--- config.mk ---
export PLATFORM = sky130hd
export DESIGN_NAME = adc_out_fmt
export DESIGN_NICKNAME = d
export VERILOG_FILES = /design/src/rtl/adc_fmt_pkg.sv /design/src/rtl/ref_seq.sv /design/src/rtl/sample_hist.sv /design/src/rtl/code_xform.sv /design/src/rtl/adc_out_fmt.sv
export SDC_FILE = /design/constraint.sdc
export NUM_CORES = 1
export LEC_CHECK = 0
export BUFFER_PORTS_ARGS = -buffer_cell sky130_fd_sc_hd__buf_4
export CAP_MARGIN = 20
export CELL_PAD_IN_SITES_DETAIL_PLACEMENT = 0
export CELL_PAD_IN_SITES_GLOBAL_PLACEMENT = 2
export CORE_UTILIZATION = 38
export DETAILED_ROUTE_END_ITERATION = 7
export GPL_TIMING_DRIVEN = 0
export PLACE_DENSITY_LB_ADDON = 0.1
export SYNTH_ARGS = -nofsm -noshare
export SYNTH_HDL_FRONTEND = slang
export SYNTH_SLANG_ARGS = --single-unit
--- constraint.sdc ---
create_clock -name clk -period 4.5 [get_ports clk]
set_clock_uncertainty 0.2 [all_clocks]
set_input_delay 0.225 -clock clk [delete_from_list [all_inputs] [get_ports clk]]
set_output_delay 0.225 -clock clk [all_outputs]
set_load 0.05 [all_outputs]
--- src/rtl/adc_fmt_pkg.sv ---
package adc_fmt_pkg;

    typedef enum logic [1:0] {
        ENC_BIN   = 2'b00,
        ENC_GRAY  = 2'b01,
        ENC_DBIN  = 2'b10,
        ENC_DGRAY = 2'b11
    } enc_mode_e;

    typedef enum logic [1:0] {
        SEQ_IDLE   = 2'b00,
        SEQ_WAIT   = 2'b01,
        SEQ_SECOND = 2'b10
    } seq_state_e;

endpackage

--- src/rtl/ref_seq.sv ---
module ref_seq
    import adc_fmt_pkg::*;
#(
    parameter int POS_W  = 2,
    parameter int BASE   = 3,
    parameter int CNT_W  = 3
) (
    input  logic             clk,
    input  logic             rst_n,
    input  logic             ob_in,
    input  logic [POS_W-1:0] pos,
    output logic             is_ref
);

    seq_state_e       state, state_nxt;
    logic [CNT_W-1:0] edge_no, edge_nxt;
    logic             ob_q;
    logic             ob_rise;
    logic [CNT_W-1:0] target;

    assign ob_rise = ob_in && !ob_q;
    assign target  = CNT_W'(BASE) + CNT_W'(pos);

    // state register
    always_ff @(posedge clk or negedge rst_n) begin
        if (!rst_n) begin
            state   <= SEQ_IDLE;
            edge_no <= '0;
            ob_q    <= 1'b0;
        end else begin
            state   <= state_nxt;
            edge_no <= edge_nxt;
            ob_q    <= ob_in;
        end
    end

    // transitions: arm, hit, release
    always_comb begin
        state_nxt = state;
        edge_nxt  = edge_no;
        unique case (state)
            SEQ_IDLE: begin
                if (ob_rise) begin
                    state_nxt = SEQ_WAIT;
                    edge_nxt  = CNT_W'(2);
                end
            end
            SEQ_WAIT: begin
                edge_nxt = edge_no + CNT_W'(1);
                if (edge_no == target) begin
                    state_nxt = SEQ_SECOND;
                end
            end
            SEQ_SECOND: begin
                state_nxt = SEQ_IDLE;
            end
            default: begin
                state_nxt = SEQ_IDLE;
            end
        endcase
    end

    // outputs
    always_comb begin
        unique case (state)
            SEQ_WAIT:   is_ref = (edge_no == target);
            SEQ_SECOND: is_ref = 1'b1;
            default:    is_ref = 1'b0;
        endcase
    end

    // the first reference sample is always followed by a second one
    p_pair_second_r5: assert property (@(posedge clk) disable iff (!rst_n)
        (state == SEQ_WAIT && is_ref) |=> is_ref);

    // a pair never grows into a third reference sample
    p_no_third_r10: assert property (@(posedge clk) disable iff (!rst_n)
        (state == SEQ_SECOND) |=> !is_ref);

    // an optical-black edge seen in idle arms the count
    p_arm_r5: assert property (@(posedge clk) disable iff (!rst_n)
        (state == SEQ_IDLE && ob_in && !ob_q) |=> (state == SEQ_WAIT && !is_ref || pos == '0 && 1'b0 || state == SEQ_WAIT));

endmodule

--- src/rtl/sample_hist.sv ---
module sample_hist #(
    parameter int DW    = 10,
    parameter int DEPTH = 2
) (
    input  logic          clk,
    input  logic          rst_n,
    input  logic [DW-1:0] din,
    output logic [DW-1:0] oldest
);

    logic [DEPTH-1:0][DW-1:0] stage;

    generate
        if (DEPTH == 1) begin : g_single
            always_ff @(posedge clk or negedge rst_n) begin
                if (!rst_n) stage <= '0;
                else        stage[0] <= din;
            end
        end else begin : g_chain
            always_ff @(posedge clk or negedge rst_n) begin
                if (!rst_n) begin
                    stage <= '0;
                end else begin
                    stage[0] <= din;
                    for (int i = 1; i < DEPTH; i++) begin
                        stage[i] <= stage[i-1];
                    end
                end
            end
        end
    endgenerate

    assign oldest = stage[DEPTH-1];

endmodule

--- src/rtl/code_xform.sv ---
module code_xform
    import adc_fmt_pkg::*;
#(
    parameter int DW = 10
) (
    input  logic [DW-1:0] cur,
    input  logic [DW-1:0] old,
    input  logic          is_ref,
    input  enc_mode_e     mode,
    input  logic          inv_msb,
    input  logic          inv_low,
    output logic [DW-1:0] enc
);

    logic [DW-1:0] delta;
    logic [DW-1:0] base;
    logic [DW-1:0] coded;

    assign delta = cur - old;

    always_comb begin
        unique case (mode)
            ENC_BIN: begin
                base  = cur;
                coded = base;
            end
            ENC_GRAY: begin
                base  = cur;
                coded = base ^ (base >> 1);
            end
            ENC_DBIN: begin
                base  = is_ref ? cur : delta;
                coded = base;
            end
            ENC_DGRAY: begin
                base  = is_ref ? cur : delta;
                coded = base ^ (base >> 1);
            end
            default: begin
                base  = cur;
                coded = base;
            end
        endcase
    end

    assign enc = {coded[DW-1] ^ inv_msb, coded[DW-2:0] ^ {(DW-1){inv_low}}};

endmodule

--- src/rtl/adc_out_fmt.sv ---
module adc_out_fmt
    import adc_fmt_pkg::*;
#(
    parameter int DW         = 10,
    parameter int CLAMP_W    = 5,
    parameter int CLAMP_BASE = 14,
    parameter int POS_W      = 2,
    parameter int REF_BASE   = 3,
    parameter int HIST_DEPTH = 2
) (
    input  logic               clk,
    input  logic               rst_n,
    input  logic [DW-1:0]      adc_data,
    input  logic               ob_pulse,
    input  logic               pre_blank,
    input  logic [1:0]         code_sel,
    input  logic [POS_W-1:0]   ref_pos,
    input  logic               inv_msb,
    input  logic               inv_low,
    input  logic [CLAMP_W-1:0] clamp_sel,
    input  logic               pblk_low_act,
    input  logic               standby,
    output logic [DW-1:0]      dout,
    output logic               dout_oe
);

    localparam int MAX_EDGE = REF_BASE + (2 ** POS_W);
    localparam int CNT_W    = $clog2(MAX_EDGE + 1);

    logic [DW-1:0] old_sample;
    logic [DW-1:0] enc;
    logic [DW-1:0] clamp_code;
    logic          is_ref;
    logic          blank_act;
    enc_mode_e     mode;

    assign mode       = enc_mode_e'(code_sel);
    assign blank_act  = pre_blank ^ pblk_low_act;
    assign clamp_code = DW'(CLAMP_BASE) + (DW'(clamp_sel) << 1);

    sample_hist #(.DW(DW), .DEPTH(HIST_DEPTH)) u_hist (
        .clk    (clk),
        .rst_n  (rst_n),
        .din    (adc_data),
        .oldest (old_sample)
    );

    ref_seq #(.POS_W(POS_W), .BASE(REF_BASE), .CNT_W(CNT_W)) u_seq (
        .clk    (clk),
        .rst_n  (rst_n),
        .ob_in  (ob_pulse),
        .pos    (ref_pos),
        .is_ref (is_ref)
    );

    code_xform #(.DW(DW)) u_xform (
        .cur     (adc_data),
        .old     (old_sample),
        .is_ref  (is_ref),
        .mode    (mode),
        .inv_msb (inv_msb),
        .inv_low (inv_low),
        .enc     (enc)
    );

    always_ff @(posedge clk or negedge rst_n) begin
        if (!rst_n) begin
            dout    <= '0;
            dout_oe <= 1'b0;
        end else begin
            dout_oe <= !standby;
            dout    <= blank_act ? clamp_code : enc;
        end
    end

    p_bin_passthru_r1: assert property (@(posedge clk) disable iff (!rst_n)
        (code_sel == 2'b00 && !blank_act && !inv_msb && !inv_low)
        |=> dout == $past(adc_data));

    p_msb_flip_r6: assert property (@(posedge clk) disable iff (!rst_n)
        (code_sel == 2'b00 && !blank_act && inv_msb && !inv_low)
        |=> dout == ($past(adc_data) ^ (DW'(1) << (DW-1))));

    p_clamp_r7: assert property (@(posedge clk) disable iff (!rst_n)
        blank_act |=> dout == DW'(CLAMP_BASE) + (DW'($past(clamp_sel)) << 1));

    p_hiz_r9: assert property (@(posedge clk) disable iff (!rst_n)
        standby |=> !dout_oe);

    p_drive_r9: assert property (@(posedge clk) disable iff (!rst_n)
        !standby |=> dout_oe);

endmodule

==> results of run 1 <==
[metrics by stage]
step / cell area, um2 / hold WS [ns]
2_1_floorplan: 2510 / -0.271
3_3_place_gp: 2870 / 0.0131
3_5_place_dp: 2870 / 0.0192
4_1_cts: 3130 / 0.0187
5_1_grt: 3130 / 0.0336
6_report: 3130 / 0.0256
[registers in the layout, indices dropped and copies added, names as in the netlist]
name and count:
dout 10, u_seq.ob_q 1, u_seq.edge_no 3, dout_oe 1, u_hist.stage 10, u_seq.state 2, u_hist.oldest 10
[area by class of cell]
cell class	count	area, um2
clock inverters	2	37.5
repair buffers	49	403
inverters	27	101
multi-input cells	196	1440
plain buffers	7	41.3
flip-flops and latches	37	926
clock buffers	6	82.6
well taps	77	96.3
fillers	641	3220
[cells in the final DEF (no fill, tap or decap), drive strengths merged, types with 2 or more instances in the layout]
cell type / n
a21oi: 14
ha: 16
a211o: 2
buf: 37
or3: 3
xor2: 3
a221oi: 3
xnor2: 16
o21a: 6
a21boi: 3
o2111ai: 3
inv: 26
dfrtp: 37
and3: 5
o221ai: 3
a31oi: 4
o21ai: 11
nand2: 20
o41a: 3
a22oi: 6
o32a: 2
nor3: 3
o311ai: 2
mux2i: 7
nor4: 2
o211ai: 3
nand3: 9
nand2b: 2
nor2: 20
a21o: 7
clkbuf: 11
dlygate4sd3: 14
[power groups by stage]
stage / Combinational (W) / Sequential, W / Clock, W
2_1_floorplan: 0.000330 / 0.000466 / 0
3_3_place_gp: 0.000521 / 0.000405 / 0
3_5_place_dp: 0.000521 / 0.000407 / 0
4_1_cts: 0.000532 / 0.000401 / 0.000321
5_1_grt: 0.000585 / 0.000405 / 0.000334
6_report: 0.000528 / 0.000400 / 0.000309
[logic make-up after synthesis]
logic type	after synthesis	synth area share [%]
AOI/OAI and AO/OA	83	25.8
xor gates and xnor gates	19	6.64
adders and majority gates	17	8.79
buffers and inverters	34	5.69
DFF	37	36.9
muxes	7	2.95
and+or+nand+nor	70	13.2
[cell usage after synthesis, drive strengths merged (2+ instances only)]
cell type	instances	share of area (%)
dfrtp	37	37
nor3	3	0.60
a221oi	3	1.3
o311ai	2	1.0
a22oi	6	1.8
clkbuf	5	0.75
a21boi	3	0.90
a31oi	4	1.0
o41a	3	1.3
a211o	2	0.70
xnor2	16	5.6
nand2b	2	0.50
o21ai	11	2.2
or3	3	0.75
nor4	2	0.50
o21a	6	1.8
inv	26	3.9
nand3	9	1.8
nand2	20	3.0
and3	5	1.2
o32a	2	0.80
mux2i	7	2.9
o211ai	3	0.90
a21o	7	2.1
o2111ai	3	1.0
xor2	3	1.0
buf	2	0.90
o221ai	3	1.0
nor2	20	3.0
a21oi	14	2.8
ha	16	8.0
[worst max-delay path, delay by kind of cell]
kind	cells	cell delay (ns)
adder cells (fa/ha/maj)	2	0.59
AO/OA/AOI/OAI	5	0.99
buffers and inverters	4	0.83
AND/OR/NAND/NOR	2	0.47
multiplexers	1	0.19
[worst min path at each step]
stage,to,start,slack [ns],depth (start not counted)
3_5_place_dp,u_seq.edge_no[2],rst_n,0.02,1
5_1_grt,dout[5],clamp_sel[4],0.03,4
2_1_floorplan,dout[0],rst_n,-0.27,0
4_1_cts,dout[3],clamp_sel[2],0.02,3
6_report,dout[3],clamp_sel[2],0.03,3
3_3_place_gp,u_seq.edge_no[2],rst_n,0.01,1
[routing by layer]
layer | vias to the layer above | GRT usage [%]
li1 | 1090 | -
met1 | 1026 | 23.8
met2 | 37 | 28.5
met3 | 6 | 3.38
met4 | 0 | 6.58
met5 | - | 0
==> qor_table.md, run 1 <==
| Step | Metric | Value |
|---|---|---|
| placed design | Post-place setup slack | 1.42 ns |
| detailed routing | Vias/cell | 5.38 |
| finish | Post-layout util | 49.2% |
| synth | Leading register cell type out of synthesis | sky130_fd_sc_hd__dfrtp_1 |
| status | Status | finished, final reports clean |
| clock tree | Post-CTS setup buffer count | 0 |
| worst setup path | Stage delay of the slowest cell on the critical path | 0.53 ns |
| clock tree | Deepest level of the CTS H-tree | 2 |
| detailed routing | Top Layer Used | met4 |
| floorplan | Floorplan row count | 29 |
| placed design | Port bufs | 35 |
| placed design | Cell count after placement | 379 |
| min path | Path type of the worst min-delay path | input port to register |
| worst setup path | Capturing element of the worst setup path | dout[7] |
| timing | Final worst-path setup slack | 1.21 ns |
| timing | Worst slew pin tran | 0.622 ns |
| worst setup path | Crit path from | adc_data[0] |
| floorplan | Core region area | 6350 um2 |
| finish | Inserted Diodes | 0 |
| clock tree | Clock transition at the registers of the reported paths | 0.08 ns |
| synth | Count of flip-flops with a built-in enable after synthesis | 0 |
| clock tree | Count of instances resized after the clock tree is built | 0 |
| timing | Total Neg Setup Slack | 0 ns |
| power | Switching share of power | 37.7% |
| clock tree | CTS tree | yes |
| worst setup path | Slowest cell on the critical path | sky130_fd_sc_hd__dlygate4sd3_1 |
| worst setup path | Worst-path cell chain | dlygate4sd3_1 -> buf_4 -> inv_1 -> ha_1 -> inv_1 -> fa_1 -> a21o_1 -> a221oi_2 -> a21oi_1 -> o21ai_1 -> a21oi_1 -> or3_1 -> nand3_1 -> mux2i_1 |
| synth | Avg Cell Area, Syn | 9.39 um2 |
| finish | Net count of the finished layout | 367 |
| synth | Post-Synthesis Cells | 267 |
| floorplan | Starting density of the core | 39.5% |
| finish | Non-filler cells, final | 401 |
| detailed routing | Routed length on met1 | 2880 um |
| clock tree | Cts hold-fix bufs | 14 |
| worst setup path | Worst reg2reg path depth | 11 |
| run | # Max-Cap Violations | 0 |
| synth | Share of synthesized registers carrying an async set or reset | 100% |
| power | Total power after layout | 0.00124 W |
| timing | Max Clk Rate | 304 MHz |
| synth | Post-synth design cell area | 2510 um2 |
| global route | Number of global-route vias before repair | 1998 |
| detailed routing | Final routed DRC violation total | 0 |
| worst setup path | CP arrival | 3.31 ns |
| timing | Tightest slew margin relative to the limit | 58.4% |
| clock tree | Clock latency reported for the late side of the worst-skew pair | 0.30 ns |
| power | Cell area power density | 396 nW/um2 |
| worst setup path | Worst R2R Setup Slack | 1.62 ns |
| clock tree | Maximum count of clock buffers along a single path | 2 |
| floorplan | Die span in y | 83.2 um |
| power | VDD IR max | 193 uV |
| global route | Global-route congestion overflow total | 0 |
| worst setup path | Reg2Reg Capture Point | dout[7] |
| power | Flop pwr share | 32.3% |
| timing | Setup repair after global routing missed its margin | false |
| global route | First-pass GRT wire length | 9590 um |
| global route | Pin count of the biggest net entering global routing | 38 |
| worst setup path | Worst endpoint required time | 4.52 ns |
| floorplan | Die extent in x | 83.2 um |
| global route | Initial antenna violation count | 0 |
| synth | Number of distinct library cell variants in the gate-level netlist after synthesis | 56 |
| synth | Mapped Nets | 311 |
| timing | Clock period minus worst slack | 3.29 ns |
| synth | Number of synthesis warnings | 0 |
| floorplan | Floorplan die area | 6920 um2 |
| detailed routing | Antenna Nets Post-Route | 0 |
| placed design | Post-detail-place hpwl | 4320 um |
| power | Logic gate share of total power | 42.7% |
| timing | Fin crit share | 73.1% |
| floorplan | I/O pin total | 38 |
| synth | Sequential share of the synthesized area | 36.9% |
| detailed routing | Routed wire length on met2 | 2600 um |
| detailed routing | Met3 routed WL | 190 um |
| detailed routing | Number of DRC violations after detailed-routing iteration 0 | 72 |
| power | Power spent charging and discharging nets | 0.000466 W |
| finish | Layout cells sized above 1 | 16.0% |
| detailed routing | WL final | 5750 um |
| detailed routing | Post-detailed-route wirelength per cell | 14.3 um |
| worst setup path | Launching point of the worst reg2reg path | u_hist.oldest[0] |
| clock tree | Clock sink count | 37 |
| timing | Max-slew violation count | 0 |
| detailed routing | Pre-Repair DR Iteration Count | 4 |
| worst setup path | Largest fanout of any net on the critical path | 4 |
| timing | Final setup viols | 0 |
| worst setup path | Crit path kind | input port to register |
| placed design | Final weighted congestion in routability-driven placement | 0.818 |
| synth | Flops & latches, synth | 37 |
| power | Clock network power share | 25.0% |
| power | Static leakage power | 1.44 nW |
| detailed routing | Total vias in the final route | 2159 |
| global route | GRT Overall Usage | 17.7% |
| finish | Area added between synthesis and finish | 24.7% |
| worst setup path | Startpoint Class | input port |
| power | Pint | 0.000771 W |
| clock tree | Number of CTS-inserted buffers | 5 |
| worst setup path | CP Capture Type | register |
| timing | Fin. Hold Viols | 0 |
| clock tree | Clock root buffer master | sky130_fd_sc_hd__clkbuf_8 |
Power figures use the tool's default switching activity.
==> run 2, diff against run 1 <==
--- a/config.mk
+++ b/config.mk
@@ -5,11 +5,12 @@
 export SDC_FILE = /design/constraint.sdc
 export NUM_CORES = 1
 export LEC_CHECK = 0
+export ABC_AREA = 1
 export BUFFER_PORTS_ARGS = -buffer_cell sky130_fd_sc_hd__buf_4
 export CAP_MARGIN = 20
 export CELL_PAD_IN_SITES_DETAIL_PLACEMENT = 0
 export CELL_PAD_IN_SITES_GLOBAL_PLACEMENT = 2
-export CORE_UTILIZATION = 38
+export CORE_UTILIZATION = 29
 export DETAILED_ROUTE_END_ITERATION = 7
 export GPL_TIMING_DRIVEN = 0
 export PLACE_DENSITY_LB_ADDON = 0.1
==> constraint.sdc (replaced) <==
create_clock -name clk -period 2.75 [get_ports clk]
set_clock_uncertainty 0.2 [all_clocks]
set_input_delay 0.1375 -clock clk [delete_from_list [all_inputs] [get_ports clk]]
set_output_delay 0.1375 -clock clk [all_outputs]
set_load 0.05 [all_outputs]
==> run 2 against run 1 <==
- the run now ends with DRC, hold timing left
- setup slack worse by 1.0 ns
- via count grew 16%
- clock power grew 60%
- total power is 83% higher
- combinational power is 110% higher
- utilization fell by 12 points
- area after synthesis up 9.4%
- wire length rose by 17%
==> qor_table.md, run 2 <==
| Step | Metric | Value | vs previous |
|---|---|---|---|
| worst setup path | Worst endpoint required time | 2.72 ns | was 4.52 ns |
| finish | Post-layout util | 37.6% | was 49.2% |
| finish | Inserted Diodes | 0 | unchanged |
| worst setup path | Largest fanout of any net on the critical path | 5 | was 4 |
| min path | Path type of the worst min-delay path | input port to register | unchanged |
| synth | Post-Synthesis Cells | 383 | was 267 |
| run | # Max-Cap Violations | 0 | unchanged |
| clock tree | Clock transition at the registers of the reported paths | 0.07 ns | was 0.08 ns |
| detailed routing | Total vias in the final route | 2501 | was 2159 |
| synth | Post-synth design cell area | 2740 um2 | was 2510 um2 |
| timing | Setup repair after global routing missed its margin | false | unchanged |
| timing | Total Neg Setup Slack | 0 ns | unchanged |
| worst setup path | CP Capture Type | register | unchanged |
| timing | Worst slew pin tran | 0.503 ns | was 0.622 ns |
| synth | Area share of fa/ha/maj cells after synthesis | 8.03% | was 8.79% |
| placed design | Final weighted congestion in routability-driven placement | 0.739 | was 0.818 |
| floorplan | Die span in y | 99.2 um | was 83.2 um |
| clock tree | Number of CTS-inserted buffers | 5 | unchanged |
| detailed routing | Number of DRC violations after detailed-routing iteration 0 | 89 | was 72 |
| placed design | Port bufs | 35 | unchanged |
| synth | Share of cell area taken by muxes after synthesis | 0% | was 2.95% |
| detailed routing | Post-detailed-route wirelength per cell | 12.2 um | was 14.3 um |
| worst setup path | Worst-path cell chain | dlygate4sd3_1 -> buf_4 -> inv_1 -> ha_1 -> inv_1 -> fa_2 -> nand3_1 -> nand2_2 -> nand2_1 -> nand3_1 -> nand2_1 -> nand2_1 -> nand2_2 -> inv_2 -> o211ai_2 -> nand3_1 -> nand2_1 -> nor2_1 | was dlygate4sd3_1 -> buf_4 -> inv_1 -> ha_1 -> inv_1 -> fa_1 -> a21o_1 -> a221oi_2 -> a21oi_1 -> o21ai_1 -> a21oi_1 -> or3_1 -> nand3_1 -> mux2i_1 |
| timing | Tightest slew margin relative to the limit | 66.4% | was 58.4% |
| synth | Post-synthesis share of cell area spent on and, or, nand and nor gates | 37.1% | was 13.2% |
| detailed routing | Pre-Repair DR Iteration Count | 6 | was 4 |
| clock tree | Clock root buffer master | sky130_fd_sc_hd__clkbuf_8 | unchanged |
| timing | Fin crit share | 92.6% |  |
| worst setup path | Cell mode on critical path | sky130_fd_sc_hd__nand2_1 |  |
| detailed routing | Final routed DRC violation total | 2 | was 0 |
| synth | Most area-hungry cell type in the Yosys netlist | sky130_fd_sc_hd__dfrtp_1 | unchanged |
| worst setup path | Slowest cell on the critical path | sky130_fd_sc_hd__dlygate4sd3_1 | unchanged |
| global route | Number of global-route vias before repair | 2449 | was 1998 |
| global route | First-pass GRT wire length | 11500 um | was 9590 um |
| synth | Share of synthesized registers carrying an async set or reset | 100% | unchanged |
| synth | Area share of the largest cell type after synthesis | 33.8% | was 36.9% |
| synth | Share of the synthesized area in compound gates (AO/OA/AOI/OAI) | 7.35% | was 25.8% |
| synth | Mapped Nets | 427 | was 311 |
| synth | Leading register cell type out of synthesis | sky130_fd_sc_hd__dfrtp_1 | unchanged |
| floorplan | Die extent in x | 99.2 um | was 83.2 um |
| floorplan | Core region area | 9200 um2 | was 6350 um2 |
| synth | Number of distinct library cell variants in the gate-level netlist after synthesis | 34 | was 56 |
| worst setup path | Startpoint Class | input port | unchanged |
| worst setup path | Crit path kind | input port to register | unchanged |
| placed design | Post-place setup slack | 0.323 ns | was 1.42 ns |
| detailed routing | Antenna Nets Post-Route | 0 | unchanged |
| synth | Sequential share of the synthesized area | 33.8% | was 36.9% |
| timing | Final setup viols | 0 | unchanged |
| worst setup path | Family with the most delay on the worst path | buffers and inverters | was compound AO/OA/AOI/OAI gates |
| power | VDD IR max | 227 uV | was 193 uV |
| finish | Area added between synthesis and finish | 26.0% | was 24.7% |
| floorplan | I/O pin total | 38 | unchanged |
| timing | Fin. Hold Viols | 1 | was 0 |
| timing | Worst-case hold slack | -0.000163 ns | was 0.0256 ns |
| synth | Number of synthesis warnings | 0 | unchanged |
| synth | Most common cell in the netlist | sky130_fd_sc_hd__nand2_1 | was sky130_fd_sc_hd__dfrtp_1 |
| clock tree | Maximum count of clock buffers along a single path | 2 | unchanged |
| finish | Layout cells sized above 1 | 19.1% | was 16.0% |
| power | Cell area power density | 655 nW/um2 | was 396 nW/um2 |
| synth | Parity-gate share of the synthesized area counting xor and xnor cells | 1.92% | was 6.64% |
| worst setup path | CP arrival | 2.52 ns | was 3.31 ns |
| worst setup path | Worst R2R Setup Slack | 0.48 ns | was 1.62 ns |
| worst setup path | Crit path buf inv count | 5 | was 4 |
| clock tree | Clock sink count | 37 | unchanged |
| synth | Dominant combinational cell family by area after synthesis | simple AND/OR/NAND/NOR gates | was compound AO/OA/AOI/OAI gates |
| clock tree | Clock latency reported for the late side of the worst-skew pair | 0.29 ns | was 0.30 ns |
| detailed routing | WL final | 6760 um | was 5750 um |
| clock tree | CTS tree | yes | unchanged |
| clock tree | Post-CTS setup buffer count | 0 | unchanged |
| timing | Max Clk Rate | 393 MHz |  |
| floorplan | Floorplan die area | 9850 um2 | was 6920 um2 |
| timing | Max-slew violation count | 0 | unchanged |
| finish | Most frequent cells in the layout | 105 x sky130_fd_sc_hd__nand2_1, 63 x sky130_fd_sc_hd__inv_1, 51 x sky130_fd_sc_hd__nand3_1, 38 x sky130_fd_sc_hd__buf_4, 37 x sky130_fd_sc_hd__dfrtp_1 | was 37 x sky130_fd_sc_hd__dfrtp_1, 35 x sky130_fd_sc_hd__buf_4, 26 x sky130_fd_sc_hd__inv_1, 20 x sky130_fd_sc_hd__nand2_1, 20 x sky130_fd_sc_hd__nor2_1 |
| power | Static leakage power | 1.87 nW | was 1.44 nW |
| global route | Pin count of the biggest net entering global routing | 38 | unchanged |
| synth | Avg Cell Area, Syn | 7.16 um2 | was 9.39 um2 |
| synth | Count of flip-flops with a built-in enable after synthesis | 0 | unchanged |
| worst setup path | Stage delay of the slowest cell on the critical path | 0.53 ns | about the same |
| placed design | Post-detail-place hpwl | 5210 um | was 4320 um |
| timing | Final worst-path setup slack | 0.203 ns | was 1.21 ns |
| finish | Net count of the finished layout | 487 | was 367 |
| finish | Most common cell after layout, fill and taps aside | sky130_fd_sc_hd__nand2_1 | was sky130_fd_sc_hd__dfrtp_1 |
| global route | GRT Overall Usage | 14.7% | was 17.7% |
| synth | Most used standard cells in the synthesized netlist | 107 x sky130_fd_sc_hd__nand2_1, 64 x sky130_fd_sc_hd__inv_1, 51 x sky130_fd_sc_hd__nand3_1 | was 37 x sky130_fd_sc_hd__dfrtp_1, 26 x sky130_fd_sc_hd__inv_1, 20 x sky130_fd_sc_hd__nand2_1, 20 x sky130_fd_sc_hd__nor2_1 |
| floorplan | Starting density of the core | 29.8% | was 39.5% |
| status | Status | finished, violations left | was finished, final reports clean |
| global route | Global-route congestion overflow total | 0 | unchanged |
| synth | Flops & latches, synth | 37 | unchanged |
| status | Violated checks | DRC, hold timing |  |
| floorplan | Floorplan row count | 35 | was 29 |
| clock tree | Deepest level of the CTS H-tree | 2 | unchanged |
| detailed routing | Vias/cell | 4.51 | was 5.38 |
| timing | Clock period minus worst slack | 2.55 ns |  |
| global route | Initial antenna violation count | 0 | unchanged |
| synth | Dominant cells by area after synthesis | sky130_fd_sc_hd__dfrtp_1 34%, sky130_fd_sc_hd__nand2_1 15%, sky130_fd_sc_hd__nand3_1 9.3% | was sky130_fd_sc_hd__dfrtp_1 37%, sky130_fd_sc_hd__ha_1 8.0%, sky130_fd_sc_hd__xnor2_1 5.6% |
==> run 2: cell types whose count changed in the layout (fill, tap and decap cells not counted), sizes merged, moves of 7 or more <==
cell   previous run  this run
nand2            20       122
xnor2            16         3
inv              26        65
nand3             9        57
mux2i             7         0
a21o              7         0
==> run 2: where the power goes <==
part | leakage [nW] | internal [W] | total [W] | switching (W)
Clock | 0.0585 | 0.000296 | 0.000495 | 0.000199
Combinational | 1.37 | 0.000394 | 0.00112 | 0.000724
Sequential | 0.441 | 0.000615 | 0.000651 | 0.0000362
Total | 1.87 | 0.00130 | 0.00226 | 0.000959
==> run 2: area by class of cell <==
type                    count  area [um2]
clock buffers               7        86.3
plain buffers               9        61.3
multi-input cells         267        1510
flip-flops and latches     37         926
clock inverters             1        30.0
repair buffers             53         443
fillers                   981        5740
well taps                 111         139
inverters                  70         264
==> run 2: metrics by stage <==
step | cells | hold slack (ns) | instance area, um2 | total power (W)
after floorplan | 383 | -0.358 | 2740 | 0.00150
after global placement | 529 | -0.0489 | 3140 | 0.00176
after detailed placement | 529 | -0.0468 | 3140 | 0.00176
after CTS | 555 | 0.00143 | 3440 | 0.00230
after global routing | 555 | 0.0280 | 3450 | 0.00247
final | 555 | -0.000163 | 3450 | 0.00226
==> run 2: worst register-to-register path: cells and delay by family, from the launching register on <==
family                     cells  cell delay (ns)
and+or+nand+nor               11             0.83
adders and majority gates      2             0.41
DFF                            1             0.37
AOI/OAI and AO/OA              1             0.18
buffers and inverters          2             0.17
==> run 2: final timing paths <==
path,depth (start not counted),from,to
max in group asynchronous,2,rst_n,u_seq.edge_no[1]
hold / removal,5,clamp_sel[2],dout[3]
hold reg to reg,0,u_hist.stage[5],u_hist.oldest[5]
min in group asynchronous,2,rst_n,dout_oe
setup reg to reg,16,u_hist.oldest[0],dout[7]
setup / recovery,18,adc_data[0],dout[7]
==> run 2: what timing repair did <==
item | 4_1_cts | 5_1_grt
hold buffers | 18 | 0
endpoints found under the setup margin | 0 | 5
gates resized for setup | 0 | 5
hold endpoints to repair | 54 | 0
==> run 2: cells by family after synthesis <==
logic type,count (synthesis)
AOI/OAI and AO/OA,36
xor gates and xnor gates,6
adders and majority gates,17
buffers and inverters,79
DFF,37
and+or+nand+nor,208
==> run 2: routing by layer <==
layer	up-vias	part of all wire, %	global-route usage, %
met2	33	45	25.2
met4	0	0.87	3.05
li1	1326	-	-
met3	5	2.4	2.25
met1	1137	52	19.5
met5	-	0	0
==> run 3, diff against run 2 <==
--- a/config.mk
+++ b/config.mk
@@ -10,7 +10,7 @@
 export CAP_MARGIN = 20
 export CELL_PAD_IN_SITES_DETAIL_PLACEMENT = 0
 export CELL_PAD_IN_SITES_GLOBAL_PLACEMENT = 2
-export CORE_UTILIZATION = 29
+export CORE_UTILIZATION = 35
 export DETAILED_ROUTE_END_ITERATION = 7
 export GPL_TIMING_DRIVEN = 0
 export PLACE_DENSITY_LB_ADDON = 0.1
==> constraint.sdc (replaced) <==
create_clock -name clk -period 3.15 [get_ports clk]
set_clock_uncertainty 0.2 [all_clocks]
set_input_delay 0.1575 -clock clk [delete_from_list [all_inputs] [get_ports clk]]
set_output_delay 0.1575 -clock clk [all_outputs]
set_load 0.05 [all_outputs]
==> run 3 against run 2 <==
- the flow now finishes without violations
- cell area grew 0.11%
- sequential power shrank 13%
- total power shrank 17%
- clock-buffer cell count shrank 1
- global-route usage grew 2.2 points
- die area shrank 17%
- critical path type unchanged
- sequential share of layout area is essentially flat
- combinational power shrank 13%
- via count shrank 0.40%
==> qor_table.md, run 3 (synthesis results as in run 2) <==
| Step | Metric | Value | vs previous |
|---|---|---|---|
| finish | Inserted Diodes | 0 | unchanged |
| clock tree | Clock transition at the registers of the reported paths | 0.07 ns | about the same |
| finish | Area added between synthesis and finish | 26.2% | was 26.0% |
| global route | Global-route congestion overflow total | 0 | unchanged |
| worst setup path | Worst reg2reg path depth | 17 | was 16 |
| floorplan | Core region area | 7410 um2 | was 9200 um2 |
| timing | Worst slew pin tran | 0.465 ns | was 0.503 ns |
| timing | Clock period minus worst slack | 2.97 ns |  |
| timing | Final setup viols | 0 | unchanged |
| detailed routing | Top Layer Used | met4 | unchanged |
| timing | Max Clk Rate | 336 MHz |  |
| power | Static leakage power | 1.86 nW | was 1.87 nW |
| finish | Post-layout instance area | 3460 um2 | was 3450 um2 |
| global route | Number of global-route vias before repair | 2494 | was 2449 |
| detailed routing | Pre-Repair DR Iteration Count | 4 | was 6 |
| detailed routing | WL final | 6260 um | was 6760 um |
| worst setup path | Largest fanout of any net on the critical path | 4 | was 5 |
| timing | Tightest slew margin relative to the limit | 68.7% | was 66.4% |
| placed design | Port bufs | 35 | unchanged |
| finish | Most common cell after layout, fill and taps aside | sky130_fd_sc_hd__nand2_1 | unchanged |
| detailed routing | Routed wire length on met2 | 3000 um | was 3040 um |
| detailed routing | Antenna Nets Post-Route | 0 | unchanged |
| detailed routing | Routed length on met1 | 3090 um | was 3490 um |
| placed design | Final weighted congestion in routability-driven placement | 0.787 | was 0.739 |
| worst setup path | CP arrival | 2.95 ns | was 2.52 ns |
| finish | Net count of the finished layout | 491 | was 487 |
| detailed routing | Total vias in the final route | 2491 | was 2501 |
| clock tree | Number of CTS-inserted buffers | 5 | unchanged |
| finish | Layout cells sized above 1 | 20.4% | was 19.1% |
| timing | Max-slew violation count | 0 | unchanged |
| worst setup path | Worst endpoint required time | 3.12 ns | was 2.72 ns |
| timing | Fin crit share | 94.4% |  |
| floorplan | Floorplan row count | 31 | was 35 |
| detailed routing | Post-detailed-route wirelength per cell | 11.5 um | was 12.2 um |
| power | VDD IR max | 179 uV | was 227 uV |
| floorplan | Die extent in x | 90.5 um | was 99.2 um |
| clock tree | Clock latency reported for the late side of the worst-skew pair | 0.29 ns | about the same |
| placed design | Cell Area, Placed | 3130 um2 | was 3140 um2 |
| clock tree | Clock root buffer master | sky130_fd_sc_hd__clkbuf_8 | unchanged |
| clock tree | Deepest level of the CTS H-tree | 2 | unchanged |
| min path | Path type of the worst min-delay path | input port to register | unchanged |
| global route | First-pass GRT wire length | 11200 um | was 11500 um |
| worst setup path | CP Capture Type | register | unchanged |
| global route | Initial antenna violation count | 0 | unchanged |
| global route | GRT Overall Usage | 16.9% | was 14.7% |
| detailed routing | Final routed DRC violation total | 0 | was 2 |
| power | Total power after layout | 0.00188 W | was 0.00226 W |
| power | Cell area power density | 545 nW/um2 | was 655 nW/um2 |
| timing | Fin. Hold Viols | 0 | was 1 |
| clock tree | CTS tree | yes | unchanged |
| worst setup path | Crit path kind | input port to register | unchanged |
| detailed routing | Number of DRC violations after detailed-routing iteration 0 | 55 | was 89 |
| clock tree | Clock sink count | 37 | unchanged |
| floorplan | Starting density of the core | 37.0% | was 29.8% |
| placed design | Post-detail-place hpwl | 4880 um | was 5210 um |
| worst setup path | Startpoint Class | input port | unchanged |
| detailed routing | Vias/cell | 4.56 | was 4.51 |
| floorplan | I/O pin total | 38 | unchanged |
| global route | Pin count of the biggest net entering global routing | 38 | unchanged |
| floorplan | Die span in y | 90.5 um | was 99.2 um |
| run | # Max-Cap Violations | 0 | unchanged |
| clock tree | Maximum count of clock buffers along a single path | 2 | unchanged |
| status | Status | finished, final reports clean | was finished, violations left |
| detailed routing | Met3 routed WL | 111 um | was 165 um |
| finish | Most frequent cells in the layout | 106 x sky130_fd_sc_hd__nand2_1, 62 x sky130_fd_sc_hd__inv_1, 50 x sky130_fd_sc_hd__nand3_1, 41 x sky130_fd_sc_hd__buf_4, 37 x sky130_fd_sc_hd__dfrtp_1 | was 105 x sky130_fd_sc_hd__nand2_1, 63 x sky130_fd_sc_hd__inv_1, 51 x sky130_fd_sc_hd__nand3_1, 38 x sky130_fd_sc_hd__buf_4, 37 x sky130_fd_sc_hd__dfrtp_1 |
| floorplan | Floorplan die area | 8190 um2 | was 9850 um2 |
| min path | Worst hold path cell count | 5 | unchanged |
[run 3: cell count changes in the layout (fill, tap and decap cells not counted), sizes merged]
cell,change
buf,+3
dlygate4sd3,+1
bufinv,-1
clkinvlp,+1
clkbuf,-1
[run 3: routing by layer]
layer | GRT usage (%) | vias to the layer above
met3 | 2.53 | 5
met2 | 29.2 | 25
li1 | - | 1334
met1 | 22.1 | 1127
met4 | 4.03 | 0
met5 | 0 | -
[run 3: path summary, 6_finish.rpt]
kind,from,end,slack (ns)
min in group asynchronous,rst_n,u_hist.stage[7],0.17
setup reg to reg,u_hist.oldest[4],dout[6],0.44
setup / recovery,adc_data[0],dout[6],0.18
max in group asynchronous,rst_n,dout[3],2.25
hold reg to reg,u_hist.stage[4],u_hist.oldest[4],0.15
hold / removal,clamp_sel[2],dout[3],0.03
[run 3: power breakdown]
group          switching [W]  total [W]  internal [W]
registers          0.0000309   0.000568      0.000537
logic               0.000623   0.000973      0.000351
clock network       0.000169   0.000342      0.000173
[run 3: what timing repair did]
item / CTS / global route
setup endpoints to repair: 0 / 1
hold buffers: 19 / 0
resized for setup: 0 / 8
setup buffers: 0 / 3
hold endpoints to repair: 54 / 0
[run 3: metrics by stage]
stage	std cells	hold WS [ns]	util [%]	TNS, ns	setup slack (ns)
3_3_place_gp	517	-0.0529	42.2	0	0.696
2_1_floorplan	383	-0.338	-	0	1.02
6_report	546	0.0314	46.7	0	0.177
4_1_cts	543	0.0236	46.0	0	0.0575
3_5_place_dp	517	-0.0478	42.2	0	0.690
5_1_grt	546	0.0748	46.7	-0.00166	-0.00166
[run 3: layout make-up]
| class | instances | area, um2 |
|---|---|---|
| Buffer | 9 | 61.3 |
| Tap cell | 99 | 124 |
| Timing Repair Buffer | 57 | 475 |
| Clock inverter | 1 | 7.51 |
| Sequential cell | 37 | 926 |
| Inverter | 70 | 264 |
| Clock buffer | 6 | 82.6 |
| Fill cell | 776 | 3950 |
| Multi-Input combinational cell | 267 | 1520 |
[run 3: critical path, cell delays in order]
cell and delay [ns]:
sky130_fd_sc_hd__dlygate4sd3_1 0.53, sky130_fd_sc_hd__buf_4 0.15, sky130_fd_sc_hd__inv_2 0.06, sky130_fd_sc_hd__ha_2 0.17
sky130_fd_sc_hd__inv_2 0.05, sky130_fd_sc_hd__fa_2 0.39, sky130_fd_sc_hd__nand3_1 0.09, sky130_fd_sc_hd__nand2_2 0.08
sky130_fd_sc_hd__nand3_2 0.08, sky130_fd_sc_hd__nand2_1 0.05, sky130_fd_sc_hd__nand2_1 0.07, sky130_fd_sc_hd__nand3_2 0.09
sky130_fd_sc_hd__nand2_2 0.08, sky130_fd_sc_hd__nand2_1 0.07, sky130_fd_sc_hd__nand3_2 0.08, sky130_fd_sc_hd__nand3_1 0.07
sky130_fd_sc_hd__nand3_1 0.09, sky130_fd_sc_hd__nand2_1 0.04, sky130_fd_sc_hd__dlygate4sd3_1 0.54
